<file path="src/rtl/crc_accel_pkg.sv">
package crc_accel_pkg;

  localparam int WORD_W = 32;
  localparam int HALF_W = 16;
  localparam int BYTE_W = 8;
  localparam int NBYTES = WORD_W / BYTE_W;
  localparam int CFG_W  = 8;
  localparam int ADDR_W = 2;

  localparam logic [ADDR_W-1:0] ADDR_CTRL   = 2'd0;
  localparam logic [ADDR_W-1:0] ADDR_DATA   = 2'd1;
  localparam logic [ADDR_W-1:0] ADDR_RESULT = 2'd2;

  typedef enum logic [1:0] {
    POLY_W32_04C1 = 2'd0,
    POLY_H16_1021 = 2'd1,
    POLY_H16_3D65 = 2'd2,
    POLY_H16_8005 = 2'd3
  } poly_sel_e;

  typedef struct packed {
    logic      seed_ones;
    logic      out_half;
    logic      out_rev;
    logic      in_swap;
    logic      in_brev;
    logic      byte_mode;
    poly_sel_e poly;
  } crc_cfg_t;

  function automatic logic [WORD_W-1:0] poly_taps(input poly_sel_e sel);
    case (sel)
      POLY_W32_04C1: poly_taps = 32'h04C1_1DB7;
      POLY_H16_1021: poly_taps = 32'h0000_1021;
      POLY_H16_3D65: poly_taps = 32'h0000_3D65;
      default:       poly_taps = 32'h0000_8005;
    endcase
  endfunction

  function automatic logic poly_is_wide(input poly_sel_e sel);
    poly_is_wide = (sel == POLY_W32_04C1);
  endfunction

endpackage

</file>
<file path="src/rtl/crc_input_fmt.sv">
module crc_input_fmt
  import crc_accel_pkg::*;
#(
  parameter int DW = WORD_W,
  parameter int BW = BYTE_W
) (
  input  logic [DW-1:0] din,
  input  logic          brev,
  input  logic          swap,
  output logic [DW-1:0] dout
);
  localparam int NB = DW / BW;

  logic [DW-1:0] rev_bits;
  logic [DW-1:0] swapped;

  genvar b, k;
  generate
    for (b = 0; b < NB; b++) begin : g_byte
      for (k = 0; k < BW; k++) begin : g_bit
        assign rev_bits[b*BW + k] = brev ? din[b*BW + (BW-1-k)] : din[b*BW + k];
      end
      assign swapped[b*BW +: BW] = rev_bits[(NB-1-b)*BW +: BW];
    end
  endgenerate

  assign dout = swap ? swapped : rev_bits;

endmodule

</file>
<file path="src/rtl/crc_unrolled.sv">
module crc_unrolled
  import crc_accel_pkg::*;
#(
  parameter int DW = WORD_W,
  parameter int HW = HALF_W,
  parameter int BW = BYTE_W
) (
  input  logic [DW-1:0] state_in,
  input  logic [DW-1:0] data_in,
  input  logic [DW-1:0] taps,
  input  logic          wide,
  input  logic          byte_mode,
  output logic [DW-1:0] state_out
);
  // stage[i] is the register after i bits have been folded
  logic [DW-1:0] stage [0:DW];
  logic [DW-1:0] src;

  // byte mode: put the low byte at the top so both paths share one chain
  assign src      = byte_mode ? {data_in[BW-1:0], {(DW-BW){1'b0}}} : data_in;
  assign stage[0] = state_in;

  genvar i;
  generate
    for (i = 0; i < DW; i++) begin : g_step
      logic          fb;
      logic [DW-1:0] sh;
      assign fb = (wide ? stage[i][DW-1] : stage[i][HW-1]) ^ src[DW-1-i];
      assign sh = wide ? {stage[i][DW-2:0], 1'b0}
                       : {{(DW-HW){1'b0}}, stage[i][HW-2:0], 1'b0};
      assign stage[i+1] = fb ? (sh ^ taps) : sh;
    end
  endgenerate

  assign state_out = byte_mode ? stage[BW] : stage[DW];

endmodule

</file>
<file path="src/rtl/crc_readout.sv">
module crc_readout
  import crc_accel_pkg::*;
#(
  parameter int DW = WORD_W,
  parameter int HW = HALF_W,
  parameter int AW = ADDR_W
) (
  input  logic          clk,
  input  logic          rst,
  input  logic          re,
  input  logic [AW-1:0] addr,
  input  crc_cfg_t      cfg,
  input  logic [DW-1:0] state,
  output logic [DW-1:0] rdata
);
  logic [DW-1:0] rev_full;
  logic [DW-1:0] rev_half;
  logic [DW-1:0] result;

  genvar k;
  generate
    for (k = 0; k < DW; k++) begin : g_full
      assign rev_full[k] = state[DW-1-k];
    end
    for (k = 0; k < HW; k++) begin : g_half
      assign rev_half[k] = state[HW-1-k];
    end
  endgenerate
  assign rev_half[DW-1:HW] = '0;

  always_comb begin
    if (!cfg.out_rev)      result = state;
    else if (cfg.out_half) result = rev_half;
    else                   result = rev_full;
  end

  always_ff @(posedge clk) begin
    if (rst) begin
      rdata <= '0;
    end else if (re) begin
      case (addr)
        ADDR_CTRL:   rdata <= {{(DW-CFG_W){1'b0}}, cfg};
        ADDR_RESULT: rdata <= result;
        default:     rdata <= '0;
      endcase
    end
  end


  half_rev_upper_zero_chk: assert property (@(posedge clk) disable iff (rst)
    (re && addr == ADDR_RESULT && cfg.out_rev && cfg.out_half) |=> (rdata[DW-1:HW] == '0));


  ctrl_readback_chk: assert property (@(posedge clk) disable iff (rst)
    (re && addr == ADDR_CTRL) |=> (rdata == {{(DW-CFG_W){1'b0}}, $past(cfg)}));

endmodule

</file>
<file path="src/rtl/crc_accel.sv">
module crc_accel
  import crc_accel_pkg::*;
#(
  parameter int DW = WORD_W,
  parameter int HW = HALF_W,
  parameter int BW = BYTE_W,
  parameter int AW = ADDR_W
) (
  input  logic          clk,
  input  logic          rst,
  input  logic          bus_we,
  input  logic          bus_re,
  input  logic [AW-1:0] bus_addr,
  input  logic [DW-1:0] bus_wdata,
  input  logic          dma_we,
  input  logic [DW-1:0] dma_wdata,
  output logic [DW-1:0] bus_rdata
);
  crc_cfg_t      cfg_q;
  crc_cfg_t      cfg_eff;
  logic [DW-1:0] state_q;
  logic [DW-1:0] base;
  logic [DW-1:0] seed;
  logic [DW-1:0] word_raw;
  logic [DW-1:0] word_fmt;
  logic [DW-1:0] next_state;
  logic          ctrl_we;
  logic          bus_data_we;
  logic          data_we;
  logic          eff_wide;

  assign ctrl_we     = bus_we && (bus_addr == ADDR_CTRL);
  assign bus_data_we = bus_we && (bus_addr == ADDR_DATA);
  assign data_we     = bus_data_we || dma_we;

  // configuration in force for this clock's data (new one on a control write)
  assign cfg_eff  = ctrl_we ? crc_cfg_t'(bus_wdata[CFG_W-1:0]) : cfg_q;
  assign eff_wide = poly_is_wide(cfg_eff.poly);
  assign seed     = !cfg_eff.seed_ones ? '0 :
                    eff_wide ? {DW{1'b1}} : {{(DW-HW){1'b0}}, {HW{1'b1}}};
  assign base     = ctrl_we ? seed : state_q;
  assign word_raw = bus_data_we ? bus_wdata : dma_wdata;

  crc_input_fmt #(.DW(DW), .BW(BW)) u_fmt (
    .din  (word_raw),
    .brev (cfg_eff.in_brev),
    .swap (cfg_eff.in_swap && !cfg_eff.byte_mode),
    .dout (word_fmt)
  );

  crc_unrolled #(.DW(DW), .HW(HW), .BW(BW)) u_core (
    .state_in  (base),
    .data_in   (word_fmt),
    .taps      (poly_taps(cfg_eff.poly)),
    .wide      (eff_wide),
    .byte_mode (cfg_eff.byte_mode),
    .state_out (next_state)
  );

  always_ff @(posedge clk) begin
    if (rst) begin
      cfg_q   <= '0;
      state_q <= '0;
    end else begin
      if (ctrl_we) cfg_q <= cfg_eff;
      if (data_we)      state_q <= next_state;
      else if (ctrl_we) state_q <= seed;
    end
  end

  crc_readout #(.DW(DW), .HW(HW), .AW(AW)) u_rd (
    .clk   (clk),
    .rst   (rst),
    .re    (bus_re),
    .addr  (bus_addr),
    .cfg   (cfg_q),
    .state (state_q),
    .rdata (bus_rdata)
  );


  ctrl_load_chk: assert property (@(posedge clk) disable iff (rst)
    (bus_we && bus_addr == ADDR_CTRL) |=> (cfg_q == $past(bus_wdata[CFG_W-1:0])));


  state_hold_chk: assert property (@(posedge clk) disable iff (rst)
    (!bus_we && !dma_we) |=> $stable(state_q));


  half_state_upper_zero_chk: assert property (@(posedge clk) disable iff (rst)
    (cfg_q.poly != POLY_W32_04C1) |-> (state_q[DW-1:HW] == '0));


  seed_only_chk: assert property (@(posedge clk) disable iff (rst)
    (bus_we && bus_addr == ADDR_CTRL && !dma_we && !bus_wdata[CFG_W-1]) |=> (state_q == '0));

endmodule

</file>
<file path="config.mk">
export PLATFORM = sky130hd
export DESIGN_NAME = crc_accel
export DESIGN_NICKNAME = d
export VERILOG_FILES = /design/src/rtl/crc_accel_pkg.sv /design/src/rtl/crc_input_fmt.sv /design/src/rtl/crc_unrolled.sv /design/src/rtl/crc_readout.sv /design/src/rtl/crc_accel.sv
export SDC_FILE = /design/constraint.sdc
export NUM_CORES = 1
export LEC_CHECK = 0
export BUFFER_PORTS_ARGS = -buffer_cell sky130_fd_sc_hd__buf_4
export CAP_MARGIN = 20
export CORE_MARGIN = 2
export CORE_UTILIZATION = 45
export CTS_CLUSTER_DIAMETER = 120
export CTS_CLUSTER_SIZE = 12
export DETAILED_ROUTE_END_ITERATION = 10
export GPL_TIMING_DRIVEN = 1
export PLACE_DENSITY = 0.66
export SETUP_SLACK_MARGIN = 0.02
export SYNTH_ARGS = -nofsm -noshare
export SYNTH_HDL_FRONTEND = slang
export SYNTH_SLANG_ARGS = --single-unit
</file>
<file path="constraint.sdc">
create_clock -name clk -period 53.4 [get_ports clk]
set_input_delay 2.67 -clock clk [delete_from_list [all_inputs] [get_ports clk]]
set_output_delay 2.67 -clock clk [all_outputs]
set_load 0.03 [all_outputs]
</file>
* Word level (Yosys, flattened, before mapping) *
Index checks and enable logic that the tools add are counted.

storage, ports and cells
  register bits = 72
  input port bits = 71
  output and inout bits = 32

operators by class
  equality and inequality tests = 4
  bitwise operators = 64
  muxes and demuxes = 141
  reductions and logical operators = 7

operators with widths
  kind                  count
  $mux W32              74
  $xor A32 B27 Y32      32
  $pmux W27 S3          1
  $mux W1               64
  $pmux W32 S2          1
  $xor A1 B1 Y1         32
  $mux W8               1
  $eq A2 B1 Y1 const B  2
  $eq A2 B2 Y1 const B  2
  $logic_not A2 Y1      2
  $logic_and A1 B1 Y1   3
  $logic_not A1 Y1      1
  $logic_or A1 B1 Y1    1

* Longest topological paths before layout *
  depth in word-level cells = 105
  gate-level depth with buffers = 74
  gate-level depth less buffers = 62

* Cells and area by module *
From an unflattened synthesis, not the netlist that was laid out.

second synthesis, totals
  cells, all modules = 3932
  area total of the unflattened synthesis = 27365.0 um^2

by module, submodules not included
  module         sequential area each (um^2)  area an instance (um^2)  instances  cells each
  crc_unrolled   0.0                          22390.2                  1          3434
  crc_accel      800.8                        2293.4                   1          242
  crc_readout    640.6                        1856.8                   1          216
  crc_input_fmt  0.0                          824.5                    1          40

* Least setup slack after synthesis *
Ideal clock, no wire load.

  kind = input to register
  from = input port bus_addr[1]
  to = register state_q[13]
  library setup time = 0.116 ns
  data arrival time = 19.012 ns
  data required time = 53.284 ns
  cell stages on the path = 65
  buffers on the path = 5
  slack = 34.272 ns
  path through = or3b_1 > buf_4 > buf_2 > a21oi_1 > and3_1 > a311oi_1 > mux2i_1 > buf_4 > mux4_2 > nor4_1 > nand2_1 > a21boi_1 > o21ai_1 > nand3_2 > a21o_1 > buf_4 > and3_1 > buf_4 > [29 not listed] > nand2_1 > xor3_1 > xor2_1 > a211oi_1 > nor4_1 > a2111oi_4 > mux2i_1 > a21oi_1 > o221ai_2 > or3b_2 > and4_1 > nor3_2 > o311a_4 > xnor2_2 > mux2_1 > a21oi_1 > or4b_1 > a31o_1

between the ends
  word-level cells in the longest chain between the ends = 105
  elaborated cells between the ends (all ways) = 212

ends and longest elaborated chain
  element                                            RTL line                                  text
  start: declaration                                 crc_accel.sv:13                           input logic [AW-1:0] bus_addr,
  $logic_not A2 Y1                                   crc_accel.sv:32                           assign ctrl_we = bus_we && (bus_addr == ADDR_CTRL);
  $logic_and A1 B1 Y1                                crc_accel.sv:32
  $mux W8                                            crc_accel.sv:37                           assign cfg_eff = ctrl_we ? crc_cfg_t'(bus_wdata[CFG_W-1:0]) : cfg_q;
  $logic_not A2 Y1                                   crc_accel_pkg.sv:32, crc_accel_pkg.sv:41
  $mux W32                                           crc_accel.sv:40                           eff_wide ? {DW{1'b1}} : {{(DW-HW){1'b0}}, {HW{1'b1}}};
  $mux W32                                           crc_accel.sv:39                           assign seed = !cfg_eff.seed_ones ? '0 :
  $mux W32                                           crc_accel.sv:67                           else if (ctrl_we) state_q <= seed;
  $mux W1 or $mux W32 (tied branches)                crc_unrolled.sv:28, crc_unrolled.sv:29
  [89 not listed]                                    --
  $mux W32 or $mux W1 (tied branches)                crc_unrolled.sv:29, crc_unrolled.sv:28
  $xor A32 B27 Y32 or $xor A1 B1 Y1 (tied branches)  crc_unrolled.sv:31, crc_unrolled.sv:28
  $mux W32                                           crc_unrolled.sv:31                        assign stage[i+1] = fb ? (sh ^ taps) : sh;
  $mux W32 or $mux W1 (tied branches)                crc_unrolled.sv:29, crc_unrolled.sv:28
  $xor A32 B27 Y32 or $xor A1 B1 Y1 (tied branches)  crc_unrolled.sv:31, crc_unrolled.sv:28
  $mux W32                                           crc_unrolled.sv:31
  $mux W32                                           crc_unrolled.sv:35                        assign state_out = byte_mode ? stage[BW] : stage[DW];
  $mux W32 *                                         crc_accel.sv:66                           if (data_we) state_q <= next_state;
  end signal: assignment                             crc_accel.sv:66
  end: declaration                                   crc_accel.sv:21                           logic [DW-1:0] state_q;

Every way passes the cells marked *; elsewhere a longest branch is shown, timed or not.
A chain may end at the register's enable or synchronous reset.

* Final worst setup path *
Ends and elaborated chain as after synthesis.

==> flow_summary.ini <==
[outcome]
status = completed

[cells_and_area]
layout-drive-gt1-share_pct = 13.0
multi_input_area_um2 = 14700
fill_cells = 3727
seqCellArea_um2 = 1440
area_delta_synth_final_pct = 8.55
final_nets = 2441

[worst_setup_path]
rr_startpoint = cfg_q[3]
cp_max_fo = 63
cp_slowest_cell = nor2_1
end_kind = flip-flop
reg2reg_depth = 64
rr_endpoint = state_q[13]
crit_top_cell = a21oi_1
cp.required_ns = 53.64
critical_path_class = in -> reg
cp_data_arrival_time_ns = 24.42
reg2reg_setup_slack_ns = 31.86
critical-path-max-stage-delay_ns = 0.93
crit_path_start_kind = primary input

[clocking]
clk_pin_slew_ns = 0.06
cts-root-buf = clkbuf_16
h-tree-depth = 3
clk_latency_ns = 0.35
cts_max_path_buffers = 2
cts.sinks = 72
cts-buffers-inserted = 9
cts_hold_buf = 0
cts_resized = 0
tritoncts = built
postCtsSetupBuffers = 0

[drt]
vias_per_cell = 6.51
dr_total_vias = 18800
finalWirelength_um = 66100
drt_iter0_markers = 2466
ant_nets = 0
dr.pass1.iters = 5
wl_per_cell_um = 22.9
drc = 0

[synthesis]
synth_cells = 2393
ys.warnings.count = 0
yosysSeqAreaShare_pct = 8.50
ys_ff_latch = 72
syn_area_per_cell_um2 = 7.09
synth_flop_cell = dfxtp_1
ys_types = 122
synth_area_um2 = 17000
syn_nets = 2464
synth_edf_count = 0
synthArstFlopShare_pct = 0

[sta]
worst_pin_slew_ns = 1.18
finalClockSkew_ns = 0.00515
maxSlewHeadroom_pct = 21.0
fin_crit_ns = 24.18
fin_setup_tns_ns = 0
hold_viol_final = 0
rsz0062_at_grt = no
period_share_pct = 45.3
final_max_slew_viol_count = 0
fmax_ghz = 0.0414
setup_viol_count_final = 0

[global_routing]
overflow = 0
grtUsageMet3_pct = 5.11
grt_pass1_vias = 17200
grt_pass1_wl_um = 100000
track_usage_pct = 32.6
grt_max_degree = 115
use_met1_pct = 42.3
busiest_layer = met2
use_met2_pct = 52.2
antenna_found_initial = 2

[place]
portBuffers = 102
hpwlAfterDp_um = 49500
gp_congestion = 0.980

[hold_path]
hp-class = reg -> reg
holdPathEnd = u_rd.rdata[12]
hold_depth = 2
worstHoldStart = u_rd.rdata[12]

[floorplanning]
initial_core_util_pct = 45.3
die_area_um2 = 39200
rows = 71
fp.dieH_um = 198
coreArea_um2 = 37400
die_width_um = 198
ios = 103

[run]
max-cap-violations = 0
-- flip-flops by register name, summed over array words and instances, names as in the netlist --
signal and flops:
state_q 32, u_rd.rdata 32, cfg_q 8
-- cell type report --
class                   instances  share of cell area, %
flip-flops and latches         72                   7.83
clock buffers                   9                   1.22
repair buffers                152                   6.29
diodes                          1                 0.0136
well taps                     511                   3.47
inverters                      37                  0.755
multi-input cells            2098                   80.0
clock inverters                 7                  0.387
-- worst max-delay path, delay by kind of cell --
| family | cells | cell delay, ns |
|---|---|---|
| buf+inv | 4 | 1.12 |
| xor+xnor | 8 | 3.10 |
| simple gates | 22 | 8.75 |
| mux | 5 | 1.26 |
| compound gates | 27 | 7.48 |
-- per-stage QoR --
step	util, %	hold WS (ns)	cell area, um^2	std cells	setup slack [ns]
2_1_floorplan	-	0.453	17000	2393	34.27
3_3_place_gp	48.4	0.460	18100	2868	29.37
3_5_place_dp	48.4	0.464	18100	2869	29.00
4_1_cts	49.2	0.474	18400	2885	29.32
5_1_grt	49.2	0.491	18400	2886	27.89
6_report	49.2	0.471	18400	2887	29.22
-- Yosys cell counts (13+ instances only) --
| master | count | area, um^2 |
|---|---|---|
| a211oi_1 | 36 | 270 |
| a21oi_1 | 196 | 981 |
| a221oi_1 | 15 | 131 |
| a22o_1 | 13 | 114 |
| a22oi_1 | 31 | 233 |
| a31oi_1 | 28 | 175 |
| and2_1 | 26 | 163 |
| and3_1 | 34 | 213 |
| buf_1 | 35 | 131 |
| buf_2 | 15 | 75.1 |
| clkbuf_1 | 128 | 480 |
| dfxtp_1 | 72 | 1440 |
| inv_1 | 36 | 135 |
| mux2_2 | 15 | 169 |
| mux2i_1 | 71 | 711 |
| mux4_2 | 29 | 653 |
| nand2_1 | 256 | 961 |
| nand2b_1 | 17 | 106 |
| nand3_1 | 66 | 330 |
| nor2_1 | 253 | 950 |
| nor2b_1 | 27 | 169 |
| nor3_1 | 75 | 375 |
| nor4_1 | 21 | 131 |
| o211ai_1 | 46 | 345 |
| o21a_1 | 18 | 135 |
| o21ai_0 | 105 | 526 |
| o21ai_1 | 19 | 95.1 |
| o22ai_1 | 18 | 113 |
| or3_1 | 25 | 156 |
| xnor2_1 | 316 | 2770 |
| xnor3_1 | 22 | 495 |
| xor2_1 | 63 | 552 |
-- worst max-delay path by stage --
stage,cells after the start,start,slack [ns],end
after floorplan,65,bus_addr[1],34.27,state_q[13]
after global placement,65,bus_addr[1],29.37,state_q[13]
after detailed placement,65,bus_addr[1],29.00,state_q[13]
after CTS,65,bus_addr[1],29.32,state_q[13]
after global routing,67,bus_addr[1],27.89,state_q[13]
final,66,bus_addr[1],29.22,state_q[13]
-- layer usage --
metal	share of wire (%)	vias up
li1	-	8638
met4	5.6	2
met5	0.021	-
met2	45	1135
met1	40	8809
met3	9.8	220
-- placed cells by master, fill, tap and decap left out, types with 62 or more instances in the layout --
master / n
nand2_1: 254
o21ai_0: 105
nor2_1: 251
a21oi_1: 195
nand3_1: 66
buf_4: 150
xnor2_1: 316
nor3_1: 75
xor2_1: 62
mux2i_1: 68
dfxtp_1: 72
-- logic make-up after synthesis --
| logic type | share of synthesized area [%] |
|---|---|
| muxes | 9.90 |
| xor gates and xnor gates | 23.7 |
| DFF | 8.50 |
| buffers and inverters | 5.25 |
| AOI/OAI and AO/OA | 27.5 |
| and+or+nand+nor | 25.2 |
Power is left out: the tool's default activity adds up to more than one toggle a clock period on the data nets, which glitch-free logic cannot reach.
